==> src/rtl/pclk_div_pkg.sv <==
package pclk_div_pkg;

  localparam int unsigned DEF_CLK_W    = 32;
  localparam int unsigned DEF_ROOT_KHZ = 172800000;

  typedef enum logic [2:0] {
    ST_IDLE,
    ST_FWD_GO,
    ST_FWD_WAIT,
    ST_CHECK,
    ST_REV_GO,
    ST_REV_WAIT,
    ST_FIN
  } calc_state_e;

endpackage

==> src/rtl/pclk_seq_divider.sv <==
// Restoring divider: one quotient bit per cycle, W cycles per division.
module pclk_seq_divider #(
  parameter int unsigned W = 34
) (
  input  logic         clk,
  input  logic         rst,
  input  logic         start_i,
  input  logic [W-1:0] num_i,
  input  logic [W-1:0] den_i,
  output logic         busy_o,
  output logic         done_o,
  output logic [W-1:0] quo_o
);
  localparam int unsigned CNT_W = $clog2(W + 1);

  logic [W-1:0]     dvd_q;
  logic [W-1:0]     dvs_q;
  logic [W:0]       rem_q;
  logic [CNT_W-1:0] cnt_q;
  logic [W:0]       trial;
  logic             take;

  always_comb begin
    trial = {rem_q[W-1:0], dvd_q[W-1]};
    take  = (trial >= {1'b0, dvs_q});
  end

  always_ff @(posedge clk) begin
    if (rst) begin
      dvd_q  <= '0;
      dvs_q  <= '0;
      rem_q  <= '0;
      cnt_q  <= '0;
      quo_o  <= '0;
      busy_o <= 1'b0;
      done_o <= 1'b0;
    end else begin
      done_o <= 1'b0;
      if (start_i && !busy_o) begin
        dvd_q  <= num_i;
        dvs_q  <= den_i;
        rem_q  <= '0;
        quo_o  <= '0;
        cnt_q  <= CNT_W'(W);
        busy_o <= 1'b1;
      end else if (busy_o) begin
        dvd_q <= {dvd_q[W-2:0], 1'b0};
        if (take) begin
          rem_q <= trial - {1'b0, dvs_q};
          quo_o <= {quo_o[W-2:0], 1'b1};
        end else begin
          rem_q <= trial;
          quo_o <= {quo_o[W-2:0], 1'b0};
        end
        cnt_q <= cnt_q - 1'b1;
        if (cnt_q == CNT_W'(1)) begin
          busy_o <= 1'b0;
          done_o <= 1'b1;
        end
      end
    end
  end
endmodule

==> src/rtl/pclk_field_codec.sv <==
// Splits a total divisor into select/phase fields and joins fields back.
module pclk_field_codec #(
  parameter int unsigned DW         = 34,
  parameter int unsigned SEL_W      = 7,
  parameter int unsigned PH_W       = 6,
  parameter int unsigned SEL_OFFSET = 2
) (
  input  logic [DW-1:0]    divisor_i,
  output logic [SEL_W-1:0] split_sel_o,
  output logic [PH_W-1:0]  split_ph_o,
  output logic             split_ok_o,
  input  logic [SEL_W-1:0] join_sel_i,
  input  logic [PH_W-1:0]  join_ph_i,
  output logic [DW-1:0]    join_div_o
);
  localparam logic [DW-1:0] OFS    = DW'(SEL_OFFSET);
  localparam logic [DW-1:0] SEL_MX = DW'((1 << SEL_W) - 1);

  logic [DW-1:0] coarse;
  logic [DW-1:0] shifted;

  always_comb begin
    coarse      = divisor_i >> PH_W;
    shifted     = coarse - OFS;
    split_ok_o  = (coarse >= OFS) && (shifted <= SEL_MX);
    split_sel_o = shifted[SEL_W-1:0];
    split_ph_o  = divisor_i[PH_W-1:0];
    join_div_o  = ((DW'(join_sel_i) + OFS) << PH_W) | DW'(join_ph_i);
  end
endmodule

==> src/rtl/pclk_div_calc.sv <==
module pclk_div_calc
  import pclk_div_pkg::*;
#(
  parameter int unsigned CLK_W      = DEF_CLK_W,
  parameter int unsigned ROOT_KHZ   = DEF_ROOT_KHZ,
  parameter int unsigned PI_RANGE   = 64,
  parameter int unsigned SEL_W      = 7,
  parameter int unsigned SEL_OFFSET = 2,
  localparam int unsigned PH_W      = $clog2(PI_RANGE)
) (
  input  logic             clk,
  input  logic             rst,
  input  logic             start_i,
  input  logic             mode_i,
  input  logic [CLK_W-1:0] req_khz_i,
  input  logic [SEL_W-1:0] set_divsel_i,
  input  logic [PH_W-1:0]  set_phinc_i,
  input  logic             set_aux_i,
  output logic             done_o,
  output logic             busy_o,
  output logic [SEL_W-1:0] divsel_o,
  output logic [PH_W-1:0]  phinc_o,
  output logic             aux_o,
  output logic             phdir_o,
  output logic [CLK_W-1:0] freq_khz_o,
  output logic             mismatch_o,
  output logic             range_err_o
);
  localparam int unsigned   DW   = CLK_W + 2;
  localparam logic [DW-1:0] ROOT = DW'(ROOT_KHZ);

  calc_state_e      state_q;
  logic [CLK_W-1:0] req_q;
  logic             mode_q;
  logic             aux_q;
  logic             err_q;
  logic [DW-1:0]    divisor_q;
  logic [SEL_W-1:0] sel_q;
  logic [PH_W-1:0]  ph_q;
  logic [CLK_W-1:0] freq_q;

  logic [DW-1:0]    den_c;
  logic [DW-1:0]    num_c;
  logic             div_start;
  logic             div_busy;
  logic             div_done;
  logic [DW-1:0]    div_quo;
  logic [SEL_W-1:0] fwd_sel;
  logic [PH_W-1:0]  fwd_ph;
  logic             fwd_ok;
  logic [DW-1:0]    join_div;

  // One divider serves both directions; the state picks the denominator.
  always_comb begin
    if (state_q == ST_REV_GO) den_c = divisor_q << aux_q;
    else                      den_c = DW'(req_q) << aux_q;
    num_c     = ROOT + (den_c >> 1);
    div_start = (state_q == ST_FWD_GO) || (state_q == ST_REV_GO);
  end

  pclk_seq_divider #(.W(DW)) u_div (
    .clk     (clk),
    .rst     (rst),
    .start_i (div_start),
    .num_i   (num_c),
    .den_i   (den_c),
    .busy_o  (div_busy),
    .done_o  (div_done),
    .quo_o   (div_quo)
  );

  pclk_field_codec #(
    .DW(DW), .SEL_W(SEL_W), .PH_W(PH_W), .SEL_OFFSET(SEL_OFFSET)
  ) u_codec (
    .divisor_i   (divisor_q),
    .split_sel_o (fwd_sel),
    .split_ph_o  (fwd_ph),
    .split_ok_o  (fwd_ok),
    .join_sel_i  (set_divsel_i),
    .join_ph_i   (set_phinc_i),
    .join_div_o  (join_div)
  );

  assign busy_o  = (state_q != ST_IDLE);
  assign phdir_o = 1'b0;

  always_ff @(posedge clk) begin
    if (rst) begin
      state_q     <= ST_IDLE;
      req_q       <= '0;
      mode_q      <= 1'b0;
      aux_q       <= 1'b0;
      err_q       <= 1'b0;
      divisor_q   <= '0;
      sel_q       <= '0;
      ph_q        <= '0;
      freq_q      <= '0;
      done_o      <= 1'b0;
      divsel_o    <= '0;
      phinc_o     <= '0;
      aux_o       <= 1'b0;
      freq_khz_o  <= '0;
      mismatch_o  <= 1'b0;
      range_err_o <= 1'b0;
    end else begin
      done_o <= 1'b0;
      unique case (state_q)
        ST_IDLE: begin
          if (start_i) begin
            req_q  <= req_khz_i;
            mode_q <= mode_i;
            err_q  <= 1'b0;
            freq_q <= '0;
            if (mode_i) begin
              aux_q     <= set_aux_i;
              sel_q     <= set_divsel_i;
              ph_q      <= set_phinc_i;
              divisor_q <= join_div;
              state_q   <= ST_REV_GO;
            end else begin
              aux_q <= 1'b0;
              if (req_khz_i == '0) begin
                err_q   <= 1'b1;
                state_q <= ST_FIN;
              end else begin
                state_q <= ST_FWD_GO;
              end
            end
          end
        end
        ST_FWD_GO: state_q <= ST_FWD_WAIT;
        ST_FWD_WAIT: begin
          if (div_done) begin
            divisor_q <= div_quo;
            state_q   <= ST_CHECK;
          end
        end
        ST_CHECK: begin
          if (fwd_ok) begin
            sel_q   <= fwd_sel;
            ph_q    <= fwd_ph;
            state_q <= ST_REV_GO;
          end else if (!aux_q) begin
            aux_q   <= 1'b1;
            state_q <= ST_FWD_GO;
          end else begin
            err_q   <= 1'b1;
            state_q <= ST_FIN;
          end
        end
        ST_REV_GO: state_q <= ST_REV_WAIT;
        ST_REV_WAIT: begin
          if (div_done) begin
            freq_q  <= div_quo[CLK_W-1:0];
            state_q <= ST_FIN;
          end
        end
        ST_FIN: begin
          done_o  <= 1'b1;
          state_q <= ST_IDLE;
          if (err_q) begin
            divsel_o    <= '0;
            phinc_o     <= '0;
            aux_o       <= 1'b0;
            freq_khz_o  <= '0;
            mismatch_o  <= 1'b0;
            range_err_o <= 1'b1;
          end else begin
            divsel_o    <= sel_q;
            phinc_o     <= ph_q;
            aux_o       <= aux_q;
            freq_khz_o  <= freq_q;
            mismatch_o  <= !mode_q && (freq_q != req_q);
            range_err_o <= 1'b0;
          end
        end
        default: state_q <= ST_IDLE;
      endcase
    end
  end
endmodule

==> config.mk <==
export PLATFORM = sky130hd
export DESIGN_NAME = pclk_div_calc
export DESIGN_NICKNAME = d
export VERILOG_FILES = /design/src/rtl/pclk_div_pkg.sv /design/src/rtl/pclk_seq_divider.sv /design/src/rtl/pclk_field_codec.sv /design/src/rtl/pclk_div_calc.sv
export SDC_FILE = /design/constraint.sdc
export NUM_CORES = 1
export LEC_CHECK = 0
export BUFFER_PORTS_ARGS = -buffer_cell sky130_fd_sc_hd__buf_2
export CORE_MARGIN = 5
export CORE_UTILIZATION = 35
export CTS_BUF_LIST = sky130_fd_sc_hd__clkbuf_16
export DETAILED_ROUTE_END_ITERATION = 6
export GPL_TIMING_DRIVEN = 0
export PLACE_DENSITY = 0.47
export SYNTH_ARGS = -nofsm -noshare
export SYNTH_HDL_FRONTEND = slang
export SYNTH_SLANG_ARGS = --single-unit
==> constraint.sdc <==
create_clock -name clk -period 5.1 [get_ports clk]
set_input_delay 1.02 -clock clk [delete_from_list [all_inputs] [get_ports clk]]
set_output_delay 1.02 -clock clk [all_outputs]
set_load 0.02 [all_outputs]
After elaboration in Yosys (flattened, before gate mapping):

Index checks and enable logic that the tools add are counted.
W data, S select, Z words.

* add/sub/neg operators: 5
* $lt $le $gt $ge: 3
* equality and inequality tests: 15
* shift operators: 2
* muxes and demuxes: 51
* bitwise logic cells: 2
* reduce and logical (&&, ||, !) cells: 22

Operator list (count)
* $mux W34: 7
* $mux W32: 3
* $pmux W34 S2: 1
* $pmux W32 S2: 1
* $mux W6: 6
* $ge A35 B34 Y1: 1
* $add A28 B33 Y34 const A: 1
* $le A34 B7 Y1 const B: 1
* $shl A32 B1 Y34: 1
* $shl A34 B1 Y34: 1
* $sub A34 B34 Y34: 1
* $logic_not A32 Y1: 1
* $ne A32 B32 Y1: 1
* $sub A28 B2 Y29 const B: 1
* $ge A28 B2 Y1 const B: 1
* $mux W7: 4
* $mux W3: 7
* $pmux W3 S6: 1
* $mux W1: 17
* $or A14 B6 Y14: 1
* $pmux W7 S2: 1
* $pmux W6 S2: 1
* $reduce_and A4 Y1: 3
* $ne A2 B2 Y1 const B: 5
* other kinds (19): 32

* register bits after elaboration: 310
* bits of input ports: 50
* output and inout port bits: 51
* word-level logic and storage cells: 124

Logic depth before layout (Yosys ltp):

Gate-level depths: netlist of run 1.

* depth in word-level cells: 5
* gate-level depth with buffers: 15
* depth with buffers taken out: 12

By module:

From an unflattened synthesis of run 1, not the netlist that was laid out.

* cell total of the unflattened synthesis: 2157
* area, all modules: 17261.6 um^2

By module, submodules not included
* pclk_div_calc: instances 1, cells each 1070, area each 8657.1 um^2
* pclk_seq_divider: instances 1, cells each 969, area each 7742.4 um^2
* pclk_field_codec: instances 1, cells each 118, area each 862.1 um^2

Worst setup path before layout of run 1:

Ideal clock, no wire load.

* path type: reg2reg
* start point: register aux_q
* end point: register u_div.dvd_q[25]
* library setup time: 0.128 ns
* data arrival time: 3.224 ns
* slack: 1.748 ns
* stages on the path, launching flop included: 14
* path buffers: 3
* path through: dfxtp_1 > buf_1 > clkbuf_1 > buf_1 > mux2i_1 > inv_1 > ha_1 > a21oi_1 > o211a_1 > a211oi_2 > nand2b_1 > xor2_1 > a221oi_1 > nor2_1

* word-level cells in the longest chain between the ends: 4
* elaborated cells on any way between the ends: 5
* classes of those cells: 1 x add/sub; 2 x shift; 2 x mux

RTL lines
* start: declaration: line pclk_div_calc.sv:35 `logic aux_q;`
* start signal: assignment: line pclk_div_calc.sv:115 `aux_q <= set_aux_i;`
* $shl A32 B1 Y34 or $shl A34 B1 Y34 (tied branches): line pclk_div_calc.sv:56, pclk_div_calc.sv:55
* $mux W34 *: line pclk_div_calc.sv:55 `if (state_q == ST_REV_GO) den_c = divisor_q << aux_q;`
* $add A28 B33 Y34 *: line pclk_div_calc.sv:57 `num_c = ROOT + (den_c >> 1);`
* $mux W34 *: line pclk_seq_divider.sv:39 `if (start_i && !busy_o) begin`
* end signal: assignment: line pclk_seq_divider.sv:40 `dvd_q <= num_i;`
* end signal: assignment: line pclk_seq_divider.sv:47 `dvd_q <= {dvd_q[W-2:0], 1'b0};`
* end: declaration: line pclk_seq_divider.sv:16 `logic [W-1:0] dvd_q;`

Every way passes the cells marked *; elsewhere a longest branch is shown, timed or not.
A chain may end at the register's enable or synchronous reset.

Worst setup path after layout of run 1:

Same ends and word-level chain as after synthesis.

==> flow_summary.ini, run 1 <==
[outcome]
run_status = finished clean

[yosys]
post_synth.cell_area_avg_um2 = 7.764
post-synth-top-count-cell = nand2_1
synth_largest_area_cell = dfxtp_1
synth_top_area_share_pct = 38.45
syn_inst = 2079
synthMuxAreaShare_pct = 6.038
synth.distinct_cells = 73
synth-compound-area-share_pct = 19.04
synth_area_leaders = dfxtp_1, a21oi_1, nand2_1, mux2i_1, nor2_1
synth_fa_ha_area_share_pct = 3.147
share_of_the_yosys_chip_area_belonging_to_registers_pct = 38.45
yosys_warnings = 0
xor_xnor_share_of_the_synthesized_area_pct = 4.395
async_reset_ff_share_pct = 0
combinational_family_with_the_most_area_after_synthesis = simple AND/OR/NAND/NOR gates
primary_ff_master_synth = dfxtp_1
netlist_area_um2 = 16140
synthSimpleGateAreaFrac_pct = 23.68
yosys-top-cells-count = nand2_1, dfxtp_1, a21oi_1
total_of_flip_flops_plus_latches_after_synthesis = 310
synth_enable_flop_cells = 0
mappedNetlistNets = 2169

[critical_path]
critical-path-slowest-cell = buf_1
cp_max_fo = 10
timing.critical_path.required_ns = 5.52
largest_delay_contributor_family_on_the_critical_path = buffers and inverters
worst_path_most_repeated_cell = buf_1
critPathMaxStageDelay_ns = 0.64
timing.setup.critical_path_class = flip-flop to flip-flop
crit_path_buffers_inverters = 4
endpoint_kind = flip-flop
critical_path_cell_by_cell = buf_1 > clkbuf_1 > buf_1 > mux2i_1 > inv_1 > ha_1 > a21oi_1 > o211a_1 > a211oi_2 > nand2b_1 > xor2_1 > a221oi_1 > nor2_1
start_kind = flip-flop
timing.critical_path.arrival_ns = 4.80

[clocking]
cts.repair.resized = 0
cts.htree.levels = 2
ctsRootBufferMaster = clkbuf_16
clock_tree.buffer_depth = 3
clk-insertion-delay-late_ns = 0.55
count_of_clock_tree_sinks = 310
clk_transition_reported_paths_ns = 0.06
cts_inserted_buffers = 38
cts.hold.buffers_added = 0
cts_setup_buffers = 0
cts_tree = done

[detailed_routing]
detail_route.wirelength_um = 59760
avgViaCountPerCell = 5.365
total_vias_in_the_final_route = 15250
number_of_nets_with_antenna_violations_after_routing = 0
drt_drc_violations_left = 0
drt_iter0_markers = 1122
drtPass1Iterations = 5
avgRoutedWirePerCell_um = 21.03

[floorplan]
starting_utilization_of_the_core_area_pct = 35.49
design.core.area_um2 = 45480
fp-row-count = 78
top_ports = 101
chipHeight_um = 224.8
die_width_um = 224.8
die_area_um2 = 50510

[grt]
global_route.overflow_total = 0
globalRouteTotalUtil_pct = 23.15
via_count_of_the_first_global_routing_pass = 15030
global_route_wire_length_before_repair_um = 91400
grt_start_max_net_pins = 12
antenna_found_initial = 3

[placement]
detailed_place.area_um2 = 17380
place_congestion = 0.9020
dp_hpwl_um = 46580
io_buffer_count = 97

[pwr]
power_switching_w = 0.003700
worst_vdd_drop_mv = 0.3832
combinationalPowerShare_pct = 41.5
share_clk_of_total_power_pct = 27.7
internal_power_w = 0.005200
seq_power_share_pct = 30.9
power_switching_share_pct = 41.57
power_per_cell_area_nw_per_um2 = 481.9
leakage_nw = 6.913

[finish]
sequential_cell_area_um2 = 6206
multiInputGateArea_um2 = 9092
nFillCells = 4893
final_layout_size_suffix_gt1_share_pct = 7.723
final_core_util_pct = 40.61
area_delta_synth_final_pct = 14.43
postLayoutCellArea_um2 = 18470
net_total_in_the_final_layout = 2306

[sta]
finalMaxSlewViolations = 0
max-slew-margin-rel_pct = 21.68
max_slew.worst_pin.slew_ns = 1.172
clock-skew-final_ns = 0.01329
setup_violations = 0
final_min_period_over_clock_period_pct = 85.96
fmax_ghz = 0.2281
time_the_final_worst_path_needs_with_i_o_delays_and_setup_ns = 4.384
fin_setup_tns_ns = 0
hold_viol = 0
grt_setup_unrepaired = false

[hold_path]
hold_path.class = flip-flop to flip-flop

[flow_run]
maxCapViolCount = 0
==> layout by cell type, fill, tap and decap left out, drive strengths merged, types with 78 or more instances in the layout <==
cell type / synthesis / final
nand2: 319 / 319
dfxtp: 310 / 310
a21oi: 279 / 279
nor2: 224 / 224
clkbuf: 117 / 156
buf: 33 / 130
mux2i: 94 / 94
inv: 67 / 80
nand3: 78 / 78
==> flip-flops by register name, indices dropped and copies added, names as in the netlist, 3 cells and up <==
register	flops
divisor_q	34
divsel_o	7
freq_khz_o	32
freq_q	32
ph_q	6
phinc_o	6
req_q	32
sel_q	7
state_q	3
u_div.cnt_q	6
u_div.dvd_q	34
u_div.dvs_q	34
u_div.quo_o	34
u_div.rem_q	34
==> power groups by stage <==
stage	sequential, W	combinational, W	clock, W
after floorplan	0.00274	0.00254	0
after global placement	0.00279	0.00366	0
after detailed placement	0.00280	0.00364	0
after CTS	0.00274	0.00366	0.00252
after global routing	0.00277	0.00403	0.00262
final	0.00275	0.00369	0.00246
==> routing by layer <==
| layer | GRT usage, % | vias up | routed length, µm |
|---|---|---|---|
| met5 | 0 | - | 13 |
| met1 | 29.97 | 7209 | 26700 |
| met2 | 39.99 | 384 | 28620 |
| li1 | - | 7566 | - |
| met4 | 7.052 | 2 | 1766 |
| met3 | 3.459 | 87 | 2665 |
==> cell families after synthesis <==
logic type | after synthesis
simple gates | 826
compound gates | 508
flops | 310
buf+inv | 217
mux | 96
xor+xnor | 81
fa+ha+maj | 40
other cells | 1
==> worst register-to-register path, cell delays in order, from the launching register on <==
cell	delay [ns]
dfxtp_1	0.43
buf_1	0.48
clkbuf_1	0.53
buf_1	0.65
mux2i_1	0.29
inv_1	0.11
ha_1	0.28
a21oi_1	0.14
o211a_1	0.28
a211oi_2	0.46
nand2b_1	0.19
xor2_1	0.06
a221oi_1	0.30
nor2_1	0.06
==> worst paths after layout <==
| check | to | startpoint | slack, ns | depth (start not counted) |
|---|---|---|---|---|
| worst min-delay path | u_div.dvs_q[20]$_SDFFE_PP0P_ | u_div.dvs_q[20]$_SDFFE_PP0P_ | 0.46 | 2 |
| worst max register to register | u_div.dvd_q[25]$_SDFFE_PP0P_ | aux_q$_SDFFE_PP0P_ | 0.72 | 13 |
| worst min register to register | u_div.dvs_q[20]$_SDFFE_PP0P_ | u_div.dvs_q[20]$_SDFFE_PP0P_ | 0.46 | 2 |
| worst max-delay path | u_div.dvd_q[25]$_SDFFE_PP0P_ | aux_q$_SDFFE_PP0P_ | 0.72 | 13 |
==> through the flow <==
step	worst slack [ns]	instances	power [W]	hold WS (ns)
CTS	0.7542	2840	0.008929	0.4597
floorplan	1.748	2079	0.005279	0.4319
global placement	0.8226	2776	0.006457	0.4467
detailed placement	0.7737	2776	0.006435	0.4521
global route	0.4079	2840	0.009413	0.4725
finish	0.7161	2842	0.008900	0.4567
==> area by class of cell <==
class	instances	area share, %
Multi-Input combinational cell	1552	49.23
Tap cell	600	4.064
Clock inverter	25	0.5961
Antenna cell	2	0.02710
Clock buffer	39	5.284
Buffer	150	3.211
Sequential cell	310	33.60
Inverter	67	1.362
Timing Repair Buffer	97	2.628
(Power assumes the default switching activity.)
==> run 2: changes to the inputs <==
Settings changed: CELL_PAD_IN_SITES_DETAIL_PLACEMENT set to 0, CELL_PAD_IN_SITES_GLOBAL_PLACEMENT set to 2, PLACE_DENSITY 0.47 to 0.73.
==> run 2 against run 1 <==
Cell area rose by 0.62%. Non-clock buffer count rose by 2. Utilization rose by 0.25 points. Critical path type unchanged. Critical endpoint unchanged. Largest cell class unchanged.
==> flow_summary.ini, run 2 (synthesis results as in run 1) <==
[outcome]
run_status = finished clean

[clocking]
cts_tree = done
cts.repair.resized = 0
cts_inserted_buffers = 39
clk_transition_reported_paths_ns = 0.06
clk-insertion-delay-late_ns = 0.55
cts.htree.levels = 2
count_of_clock_tree_sinks = 310
clock_tree.buffer_depth = 3
ctsRootBufferMaster = clkbuf_16
cts.hold.buffers_added = 0
cts_setup_buffers = 0

[sta]
fin_setup_tns_ns = 0
setup_violations = 0
fmax_ghz = 0.2275
time_the_final_worst_path_needs_with_i_o_delays_and_setup_ns = 4.396
worst_slack_ns = 0.7040
max-slew-margin-rel_pct = 21.01
max_slew.worst_pin.slew_ns = 1.182
hold_viol = 0
clock-skew-final_ns = 0.01568
finalMaxSlewViolations = 0
final_min_period_over_clock_period_pct = 86.20
grt_setup_unrepaired = false

[critical_path]
critical-path-slowest-cell = buf_1
timing.setup.critical_path_class = flip-flop to flip-flop
endpoint_kind = flip-flop
worst_path_most_repeated_cell = buf_1
timing.critical_path.required_ns = 5.51
critical_path_cell_by_cell = buf_1 > clkbuf_1 > buf_1 > mux2i_1 > inv_1 > ha_1 > a21oi_1 > o211a_1 > a211oi_2 > nand2b_1 > xor2_1 > a221oi_1 > nor2_1
cp_max_fo = 10
rr_worst_depth = 13
critPathMaxStageDelay_ns = 0.66
r2r_start = aux_q$_SDFFE_PP0P_
timing.reg2reg.setup_slack_ns = 0.70
critical_path.reg2reg.endpoint = u_div.dvd_q[25]$_SDFFE_PP0P_
timing.critical_path.arrival_ns = 4.80
start_kind = flip-flop

[grt]
global_route.overflow_total = 0
grt_start_max_net_pins = 12
globalRouteTotalUtil_pct = 23.56
global_route_wire_length_before_repair_um = 92430
antenna_found_initial = 3
via_count_of_the_first_global_routing_pass = 15210

[floorplan]
top_ports = 101
fp-row-count = 78
chipHeight_um = 224.8
die_width_um = 224.8
design.core.area_um2 = 45480
die_area_um2 = 50510
starting_utilization_of_the_core_area_pct = 35.49

[detailed_routing]
avgRoutedWirePerCell_um = 21.52
drtPass1Iterations = 5
avgViaCountPerCell = 5.342
detail_route.wirelength_um = 61340
total_vias_in_the_final_route = 15230
drt_iter0_markers = 1000
drt_drc_violations_left = 0
number_of_nets_with_antenna_violations_after_routing = 0

[hold_path]
worst_hold_path.endpoint = u_div.dvs_q[28]$_SDFFE_PP0P_
whs_path_depth = 2
holdCritStartpoint = u_div.dvs_q[28]$_SDFFE_PP0P_
hold_path.class = flip-flop to flip-flop

[pwr]
power_switching_w = 0.003709
combinationalPowerShare_pct = 40.9
power_per_cell_area_nw_per_um2 = 487.6
internal_power_w = 0.005353
seq_power_share_pct = 30.3
leakage_nw = 6.969
share_clk_of_total_power_pct = 28.8
worst_vdd_drop_mv = 0.2576
power_switching_share_pct = 40.92

[placement]
io_buffer_count = 97
place_congestion = 0.8533
dp_hpwl_um = 48370
place_ws_ns = 0.7234

[finish]
final_layout_size_suffix_gt1_share_pct = 7.966
nFillCells = 4879
layout_commonest_cell = nand2_1
mostFrequentLayoutCells = nand2_1, dfxtp_1, a21oi_1
net_total_in_the_final_layout = 2309
area_delta_synth_final_pct = 15.13

[flow_run]
maxCapViolCount = 0
-- run 2: final cells by class --
class / count / area, µm² / area share (%)
multi-input combinational: 1552 / 9091 / 48.92
buffer: 150 / 593.1 / 3.191
clock inverter: 29 / 190.2 / 1.023
timing repair buffer: 99 / 493.0 / 2.653
antenna: 3 / 7.507 / 0.04040
sequential: 310 / 6206 / 33.39
inverter: 67 / 251.5 / 1.353
tap: 600 / 750.7 / 4.040
clock buffer: 40 / 1001 / 5.386
-- run 2: power by group through the flow --
stage | sequential [W] | combinational, W | clock [W]
4_1_cts | 0.00274 | 0.00371 | 0.00268
2_1_floorplan | 0.00274 | 0.00254 | 0
3_3_place_gp | 0.00279 | 0.00370 | 0
3_5_place_dp | 0.00279 | 0.00368 | 0
6_report | 0.00275 | 0.00370 | 0.00261
5_1_grt | 0.00276 | 0.00404 | 0.00278
-- run 2: worst max-delay path: cells and delay by family, from the launching register on --
| kind | cells | cell delay [ns] |
|---|---|---|
| AO/OA/AOI/OAI | 4 | 1.09 |
| XOR/XNOR | 1 | 0.06 |
| adder cells (fa/ha/maj) | 1 | 0.31 |
| buffers and inverters | 4 | 1.82 |
| flip-flops | 1 | 0.45 |
| multiplexers | 1 | 0.27 |
| AND/OR/NAND/NOR | 2 | 0.24 |
-- run 2: worst max path at each step --
| stage | from | endpoint | cells past startpoint |
|---|---|---|---|
| 6_report | aux_q$_SDFFE_PP0P_ | u_div.dvd_q[25]$_SDFFE_PP0P_ | 13 |
| 3_5_place_dp | aux_q$_SDFFE_PP0P_ | u_div.dvd_q[25]$_SDFFE_PP0P_ | 13 |
| 5_1_grt | aux_q$_SDFFE_PP0P_ | u_div.dvd_q[33]$_SDFFE_PP0P_ | 12 |
| 4_1_cts | aux_q$_SDFFE_PP0P_ | u_div.dvd_q[33]$_SDFFE_PP0P_ | 12 |
| 3_3_place_gp | u_div.dvs_q[3]$_SDFFE_PP0P_ | u_div.rem_q[13]$_SDFFE_PP0P_ | 13 |
| 2_1_floorplan | aux_q$_SDFFE_PP0P_ | u_div.dvd_q[25]$_SDFFE_PP0P_ | 13 |
-- run 2: stage by stage --
stage	util (%)	hold slack [ns]	power (W)	std cells	cell area [µm²]
4_1_cts	40.85	0.4561	0.009134	2847	18580
5_1_grt	40.85	0.4738	0.009592	2847	18580
3_5_place_dp	38.23	0.4489	0.006476	2778	17390
3_3_place_gp	38.21	0.4466	0.006498	2776	17380
6_report	40.86	0.4518	0.009062	2850	18580
2_1_floorplan	-	0.4319	0.005279	2079	16140
-- run 2: metal layers --
metal  vias up  part of all wire, %  global-route usage (%)
met5         -                0.021                       0
met4         2                  3.4                   7.955
met3        97                  3.3                   3.237
met2       346                   49                   41.48
met1      7214                   44                   29.72
li1       7566                    -                       -
==> run 3: changes to the inputs <==
Settings changed: CORE_UTILIZATION 35 to 40, PLACE_DENSITY 0.73 to 0.82, SYNTH_HIERARCHICAL set to 1.
==> run 3 against run 2 <==
Clock power decreased by 3%. Via count rose by 2.8%. Hold slack gained 0.00058 ns. Sequential cell count did not move. Largest cell class unchanged. Synthesized area grew 6.9%. Global-route usage grew 0.93 points. Non-clock buffer count increased by 41. Sequential share of layout area decreased by 1.9 points. Combinational power grew 140%. Sequential power up 21%. Highest routed layer unchanged.
==> flow_summary.ini, run 3 <==
[outcome]
run_status = finished clean

[finish]
postLayoutCellArea_um2 = 19720
layoutNonFillerInstCount = 2929
insertedDiodeCount = 0
multiInputGateArea_um2 = 9986
net_total_in_the_final_layout = 2405
layout_commonest_cell = dfxtp_1
area_delta_synth_final_pct = 14.24
final_core_util_pct = 45.98
sequential_cell_area_um2 = 6206
nFillCells = 4449
mostFrequentLayoutCells = dfxtp_1, nor2_1, a21oi_1
final_layout_size_suffix_gt1_share_pct = 10.58

[grt]
global_route.overflow_total = 0
grt_start_max_net_pins = 13
antenna_found_initial = 2
via_count_of_the_first_global_routing_pass = 15440
global_route_wire_length_before_repair_um = 90890
globalRouteTotalUtil_pct = 24.50

[critical_path]
r2r_start = aux_q$_SDFFE_PP0P_
crit_start = aux_q$_SDFFE_PP0P_
timing.reg2reg.setup_slack_ns = 0.48
timing.critical_path.required_ns = 5.59
cp_max_fo = 10
critical_path.reg2reg.endpoint = u_div/dvd_q[33]$_SDFFE_PP0P_
timing.setup.critical_path_class = flip-flop to flip-flop
endpoint_kind = flip-flop
rr_worst_depth = 18
timing.critical_path.to = u_div/dvd_q[33]$_SDFFE_PP0P_
timing.critical_path.arrival_ns = 5.11
start_kind = flip-flop

[clocking]
cts_setup_buffers = 0
cts_tree = done
clk-insertion-delay-late_ns = 0.57
clock_tree.buffer_depth = 3
clk_transition_reported_paths_ns = 0.06
cts.htree.levels = 2
cts_inserted_buffers = 38
count_of_clock_tree_sinks = 310
ctsRootBufferMaster = clkbuf_16

[floorplan]
die_width_um = 217.7
die_area_um2 = 47410
chipHeight_um = 217.7
top_ports = 101
fp-row-count = 76
starting_utilization_of_the_core_area_pct = 40.25
design.core.area_um2 = 42890

[yosys]
synth_area_leaders = dfxtp_1, mux2i_1, a21oi_1, nor2_1, nand2_1
yosys-top-cells-count = dfxtp_1, nor2_1, a21oi_1
synth_largest_area_cell = dfxtp_1
share_of_the_yosys_chip_area_belonging_to_registers_pct = 35.95
async_reset_ff_share_pct = 0
netlist_area_um2 = 17260
post-synth-top-count-cell = dfxtp_1
synth.distinct_cells = 88
post_synth.cell_area_avg_um2 = 8.003
yosys_warnings = 6
synth_top_area_share_pct = 35.95
synth_enable_flop_cells = 0
syn_inst = 2157
total_of_flip_flops_plus_latches_after_synthesis = 310
primary_ff_master_synth = dfxtp_1

[sta]
final_min_period_over_clock_period_pct = 90.62
setup_violations = 0
fmax_ghz = 0.2164
max-slew-margin-rel_pct = 34.73
clock-skew-final_ns = 0.01781
hold_viol = 0
grt_setup_unrepaired = false
finalMaxSlewViolations = 0
time_the_final_worst_path_needs_with_i_o_delays_and_setup_ns = 4.621
max_slew.worst_pin.slew_ns = 0.9790
holdWs_ns = 0.4524

[pwr]
leakage_nw = 7.557
worst_vdd_drop_mv = 0.7659
power_per_cell_area_nw_per_um2 = 745.2

[hold_path]
hold_path.class = flip-flop to flip-flop

[detailed_routing]
total_vias_in_the_final_route = 15650
drt_drc_violations_left = 0
drtPass1Iterations = 5
avgViaCountPerCell = 5.344
avgRoutedWirePerCell_um = 20.35
drt_iter0_markers = 1001
detail_route.wirelength_um = 59600
number_of_nets_with_antenna_violations_after_routing = 0

[flow_run]
maxCapViolCount = 0

[placement]
io_buffer_count = 99
place_congestion = 0.8915
place_inst = 2860
detailed_place.area_um2 = 18560
dp_hpwl_um = 46790
run 3: per-stage QoR:
| stage | total power (W) | setup slack (ns) | setup TNS [ns] |
|---|---|---|---|
| 2_1_floorplan | 0.009716 | 1.399 | 0 |
| 3_3_place_gp | 0.01209 | -0.04455 | -0.04455 |
| 3_5_place_dp | 0.01212 | -0.02549 | -0.02549 |
| 4_1_cts | 0.01473 | 0.2186 | 0 |
| 5_1_grt | 0.01566 | 0.06727 | 0 |
| 6_report | 0.01469 | 0.4786 | 0 |
run 3: cells by family (layout without fill, tap and decap cells):
family                     count (synthesis)  after routing  synth area share (%)
AOI/OAI and AO/OA                        490            490                 17.66
xor gates and xnor gates                  93             93                 4.719
adders and majority gates                 40             40                 2.943
buffers and inverters                    250            418                 6.610
DFF                                      310            310                 35.95
muxes                                    175            175                 10.56
other                                      2             21               0.04351
and+or+nand+nor                          797            797                 21.51
run 3: worst min path at each step:
stage / to / from / slack [ns] / depth (start not counted)
2_1_floorplan: mode_q$_SDFFE_PP0P_ / mode_q$_SDFFE_PP0P_ / 0.43 / 2
3_3_place_gp: u_div/dvs_q[5]$_SDFFE_PP0P_ / u_div/dvs_q[5]$_SDFFE_PP0P_ / 0.45 / 2
3_5_place_dp: u_div/dvs_q[25]$_SDFFE_PP0P_ / u_div/dvs_q[25]$_SDFFE_PP0P_ / 0.45 / 2
4_1_cts: u_div/dvs_q[25]$_SDFFE_PP0P_ / u_div/dvs_q[25]$_SDFFE_PP0P_ / 0.46 / 2
5_1_grt: u_div/dvs_q[22]$_SDFFE_PP0P_ / u_div/dvs_q[22]$_SDFFE_PP0P_ / 0.47 / 2
6_report: u_div/dvs_q[6]$_SDFFE_PP0P_ / u_div/dvs_q[6]$_SDFFE_PP0P_ / 0.45 / 2
run 3: what timing repair did:
| item | CTS | global route |
|---|---|---|
| gates resized for setup | 2 | 3 |
| endpoints found under the setup margin | 1 | 1 |
| hold buffers | 0 | 0 |
run 3: where the power goes:
group	switching [W]	internal, W	total, W
clock network	0.00110	0.00144	0.00254
registers	0.000477	0.00286	0.00333
logic	0.00545	0.00338	0.00882
total	0.00702	0.00767	0.0147
run 3: layout make-up:
type / instances / area share [%]
multi-input cells: 1616 / 50.64
well taps: 585 / 3.712
flip-flops and latches: 310 / 31.47
clock buffers: 39 / 4.949
clock inverters: 30 / 0.9074
plain buffers: 191 / 4.683
repair buffers: 99 / 2.513
inverters: 59 / 1.123
run 3: worst max-delay path: stages (launching register included):
cell and delay [ns]:
dfxtp_1 0.34, clkbuf_1 0.27, inv_2 0.27, buf_1 0.43, clkbuf_4 0.43, mux2i_1 0.32
inv_1 0.10, ha_1 0.28, nor3b_1 0.17, o31ai_1 0.25, a22oi_1 0.19, o21a_1 0.28
a21boi_2 0.31, nor2_1 0.07, nor4_1 0.40, mux2i_1 0.13, nor2_1 0.11, a21oi_1 0.06
nor2_1 0.11
run 3: per-layer routing:
| metal | up-vias | GRT usage, % | part of all wire, % | wire length (µm) |
|---|---|---|---|---|
| met3 | 95 | 2.957 | 3.3 | 1974 |
| li1 | 7782 | - | - | - |
| met2 | 325 | 43.81 | 49 | 29470 |
| met4 | 2 | 8.771 | 3.3 | 1986 |
| met1 | 7449 | 30.41 | 44 | 26170 |
| met5 | - | 0 | 0.017 | 10 |
